`src/rtl/mod3_pkg.sv`:
```
package mod3_pkg;
  localparam int RES_W = 2;
  typedef logic [RES_W-1:0] res_t;
  localparam res_t RES_ZERO = 2'b00;
  localparam res_t RES_ONE  = 2'b01;
  localparam res_t RES_TWO  = 2'b10;
endpackage

```
`src/rtl/mod3_step.sv`:
```
module mod3_step
  import mod3_pkg::*;
(
  input  res_t cur,
  input  logic din,
  output res_t nxt
);
  // new remainder = (2*old + bit) mod 3
  always_comb begin
    case (cur)
      RES_ZERO: nxt = din ? RES_ONE  : RES_ZERO;
      RES_ONE:  nxt = din ? RES_ZERO : RES_TWO;
      RES_TWO:  nxt = din ? RES_TWO  : RES_ONE;
      default:  nxt = RES_ZERO;  // illegal code recovers to zero
    endcase
  end
endmodule

```
`src/rtl/mod3_decode.sv`:
```
module mod3_decode
  import mod3_pkg::*;
(
  input  res_t cur,
  output res_t rem_o,
  output logic zero_o
);
  always_comb begin
    rem_o  = (cur == 2'b11) ? RES_ZERO : cur;
    zero_o = (rem_o == RES_ZERO);
  end
endmodule

```
`src/rtl/mod3_serial_residue.sv`:
```
module mod3_serial_residue
  import mod3_pkg::*;
(
  input  logic       clk,
  input  logic       rst_n,
  input  logic       clr,
  input  logic       bit_vld,
  input  logic       bit_in,
  output logic [1:0] rem,
  output logic       div3
);
  res_t state_q;
  res_t step_nxt;
  res_t state_d;
  logic state_en;

  mod3_step u_step (
    .cur (state_q),
    .din (bit_in),
    .nxt (step_nxt)
  );

  // clock enable and next-state selection; clear wins over data
  always_comb begin
    state_en = clr | bit_vld;
    state_d  = clr ? RES_ZERO : step_nxt;
  end

  always_ff @(posedge clk or negedge rst_n) begin
    if (!rst_n) begin
      state_q <= RES_ZERO;
    end else if (state_en) begin
      state_q <= state_d;
    end
  end

  mod3_decode u_dec (
    .cur    (state_q),
    .rem_o  (rem),
    .zero_o (div3)
  );

  a_r2_from_zero: assert property (@(posedge clk) disable iff (!rst_n)
    (rem == 2'd0 && bit_vld && !clr) |=> (rem == {1'b0, $past(bit_in)}));
  a_r3_from_one: assert property (@(posedge clk) disable iff (!rst_n)
    (rem == 2'd1 && bit_vld && !clr) |=> (rem == ($past(bit_in) ? 2'd0 : 2'd2)));
  a_r4_from_two: assert property (@(posedge clk) disable iff (!rst_n)
    (rem == 2'd2 && bit_vld && !clr) |=> (rem == ($past(bit_in) ? 2'd2 : 2'd1)));
  a_r5_hold: assert property (@(posedge clk) disable iff (!rst_n)
    (!bit_vld && !clr) |=> $stable(rem));
  a_r6_clear: assert property (@(posedge clk) disable iff (!rst_n)
    clr |=> (rem == 2'd0 && div3));
  a_r7_legal: assert property (@(posedge clk) disable iff (!rst_n)
    (state_q != 2'b11) && (div3 == (state_q == RES_ZERO)));
endmodule

```
`config.mk`:
```
export PLATFORM = sky130hd
export DESIGN_NAME = mod3_serial_residue
export DESIGN_NICKNAME = d
export VERILOG_FILES = /design/src/rtl/mod3_pkg.sv /design/src/rtl/mod3_step.sv /design/src/rtl/mod3_decode.sv /design/src/rtl/mod3_serial_residue.sv
export SDC_FILE = /design/constraint.sdc
export NUM_CORES = 1
export LEC_CHECK = 0
export ABC_AREA = 1
export ABC_CLOCK_PERIOD_IN_PS = 1300
export BUFFER_PORTS_ARGS = -buffer_cell sky130_fd_sc_hd__buf_2
export CORE_AREA = 4 4 41 43
export CTS_CLUSTER_SIZE = 28
export DETAILED_ROUTE_END_ITERATION = 16
export DIE_AREA = 0 0 45 47
export GPL_ROUTABILITY_DRIVEN = 0
export PLACE_DENSITY_LB_ADDON = 0.25
export SYNTH_ARGS = -nofsm -noshare
export SYNTH_HDL_FRONTEND = slang
export SYNTH_SLANG_ARGS = --single-unit
```
`constraint.sdc`:
```
create_clock -name clk -period 1.3 [get_ports clk]
set_clock_uncertainty 0.1 [all_clocks]
set_input_delay 0.39 -clock clk [delete_from_list [all_inputs] [get_ports clk]]
set_output_delay 0.39 -clock clk [all_outputs]
set_load 0.1 [all_outputs]
```
==> reports/qor.yml <==
outcome:
  violations: "negative setup slack"
  status: "finished, violations left"
sta:
  tightest_slew_ns: 0.1386
  finalWorstSetupSlack_ns: -0.3584
  grt_setup_unrepaired: "true"
  slew_violations: 0
  fin_crit_ns: 1.658
  max_clock_freq_mhz: 603.0
  relSlewSlack: 0.9072
  fin_crit_sh: 1.276
  hold_violations: 0
  setup_viol: 3
  hold_slack_ns: 0.3335
setup_path:
  cp_slowest_stage_delay_ns: 0.35
  cp-start-kind: "flop"
  worst-setup-path-type: "reg -> out"
  rr_worst_depth: 8
  critPathSlowestCell: "dfrtp_1"
  worstReg2RegEnd: "state_q[1]"
  path_cells: "inv_2 -> ha_4 -> clkinvlp_4 -> buf_12"
  cp_top_family: "flip-flops"
  worstPathArrival_ns: 1.17
  rrSetupSlack_ns: 0.05
  worstPathRequired_ns: 0.81
  critical_path_buf_inv_count: 3
  crit_fanout: 3
  end_kind: "primary output"
  worstReg2RegStart: "state_q[0]"
logic_synthesis:
  yosysUniqueCellTypes: 6
  syn_area_sq_um: 209.0
  syn_nets: 40
  syn_avg_cell_area_sq_um: 7.205
  synth-seq-cells: 2
  synthCells: 29
  yosysWarnings: 0
  synth-seq-area-share: 0.2395
hold_path:
  min_path_type: "in -> reg"
  timing.hold.worst_endpoint: "state_q[1]"
  hold_path_startpoint: "clr"
  hold_depth: 4
cells_and_area:
  top_register: "state_q"
  finalNetCount: 57
  n_antenna_cell: 0
  fin_util: 0.3183
  largest_reg_flops: 2
  fillers: 144
  drive_gt1_frac: 0.5227
  area_delta_synth_final_pct: 98.20
  largestRegisters: "state_q (2)"
floorplanning:
  initial_utilization: 0.1606
  fp.dieW_microns: 45
  rows: 13
  ios: 8
  core_area_sq_um: 1301
  die_area_sq_um: 2115
  dieHeight_microns: 47
detailed_routing:
  via_per_inst: 3.576
  routedWlPerCell_microns: 8.458
  drt_first_pass_iters: 3
  route.detailed.drc: 0
  vias: 211
  drt_wl_total_microns: 499
  ant_nets: 0
  drtIter0Drc: 5
grt:
  grt_max_degree: 5
  grt_pass1_vias: 219
  gr-total-overflow: 0
  grt_pass1_wl_microns: 807
  antenna_found_initial: 0
  grt_use_total: 0.05687
place:
  dpl.hpwl_microns: 372.4
  portBuffers: 7
  place_ws_ns: -0.1147
power_and_ir_drop:
  p_leak_nw: 0.2124
  p_per_area_nw_per_um2: 919.8
  vdd_drop_max_v: 0.0002942
clock_tree:
  clockBufferDepth: 2
  clk_pin_slew_ns: 0.03
  root_buffer: "clkbuf_4"
  cts_max_level: 1
  cts_tree: "done"
  cts_sinks: 2
  tritoncts.num_buffers: 3
  clkLatencyLatePin_ns: 0.22
job:
  cap_violations: 0
## cells in the mapped netlist
cell type  n  area, sq um
ha_1       6        75.07
inv_1      7        26.28
nand2_1    8        30.03
o21ai_2    1        8.760
dfrtp_1    2        50.05
nor2_1     5        18.77
## final cells by class
cell class	count	area, sq um	area share
sequential	2	50.05	0.1208
inverter	7	30.03	0.07251
timing repair buffer	12	127.6	0.3082
clock buffer	3	22.52	0.05438
multi-input combinational	20	165.2	0.3988
tap	15	18.77	0.04532
## repair_timing
| action | in CTS | in global routing |
|---|---|---|
| cloned | 0 | 0 |
| setup endpoints to repair | 3 | 5 |
| hold endpoints to repair | 2 | 0 |
| resized for setup | 1 | 4 |
| hold buffers | 1 | 0 |
| buffers inserted | 1 | 0 |
| pin swaps | 1 | 4 |
## how the worst max path moves through the flow
| stage | from | to | slack (ns) | cells past startpoint |
|---|---|---|---|---|
| 2_1_floorplan | state_q[0] | div3 | -0.33 | 3 |
| 3_3_place_gp | state_q[0] | div3 | -0.14 | 4 |
| 3_5_place_dp | state_q[0] | div3 | -0.11 | 4 |
| 4_1_cts | state_q[1] | div3 | -0.37 | 4 |
| 5_1_grt | state_q[1] | div3 | -0.41 | 4 |
| 6_report | state_q[0] | div3 | -0.36 | 4 |
## through the flow
| stage | instance area, sq um | cells | TNS (ns) | total power [mW] |
|---|---|---|---|---|
| floorplan | 230.2 | 29 | -0.7479 | 0.1706 |
| global placement | 351.6 | 54 | -0.3150 | 0.2283 |
| detailed placement | 351.6 | 54 | -0.2292 | 0.2282 |
| CTS | 394.1 | 59 | -1.018 | 0.3864 |
| global route | 414.1 | 59 | -1.116 | 0.4018 |
| finish | 414.1 | 59 | -0.9836 | 0.3809 |
## power breakdown
group	total, mW	switching, mW	leakage, nW	internal, mW
clock network	0.142	0.0397	0.0138	0.102
logic	0.170	0.101	0.172	0.0689
registers	0.0693	0.00279	0.0269	0.0665
total	0.381	0.143	0.212	0.238
## cells in the final DEF (no fill, tap or decap), drive strengths merged
cell type	synthesis	layout
inv	7	6
clkinvlp	0	1
ha	6	6
o21ai	1	1
clkbuf	0	3
nor2	5	5
buf	0	11
dlygate4sd3	0	1
dfrtp	2	2
nand2	8	8
## metal layers
| layer | share of wire | GRT usage | vias to the layer above | wire [microns] |
|---|---|---|---|---|
| met3 | 0.096 | 0.01533 | 0 | 48 |
| met5 | 0 | 0 | - | 0 |
| met1 | 0.46 | 0.07273 | 90 | 230 |
| li1 | - | - | 113 | - |
| met4 | 0 | 0.07018 | 0 | 0 |
| met2 | 0.44 | 0.06780 | 8 | 220 |
## worst min-delay path, cell delays in order
cell     delay, ns
buf_2         0.09
nor2_1        0.05
nand2_1       0.05
nand2_1       0.04
## cells by family (layout without fill, tap and decap cells)
logic type | after synthesis | after routing | synth area share
buffers and inverters | 7 | 22 | 0.1258
adder cells (fa/ha/maj) | 6 | 6 | 0.3593
AO/OA/AOI/OAI | 1 | 1 | 0.04192
flip-flops | 2 | 2 | 0.2395
AND/OR/NAND/NOR | 13 | 13 | 0.2335
Note: power is estimated with default switching activity, not from simulation.
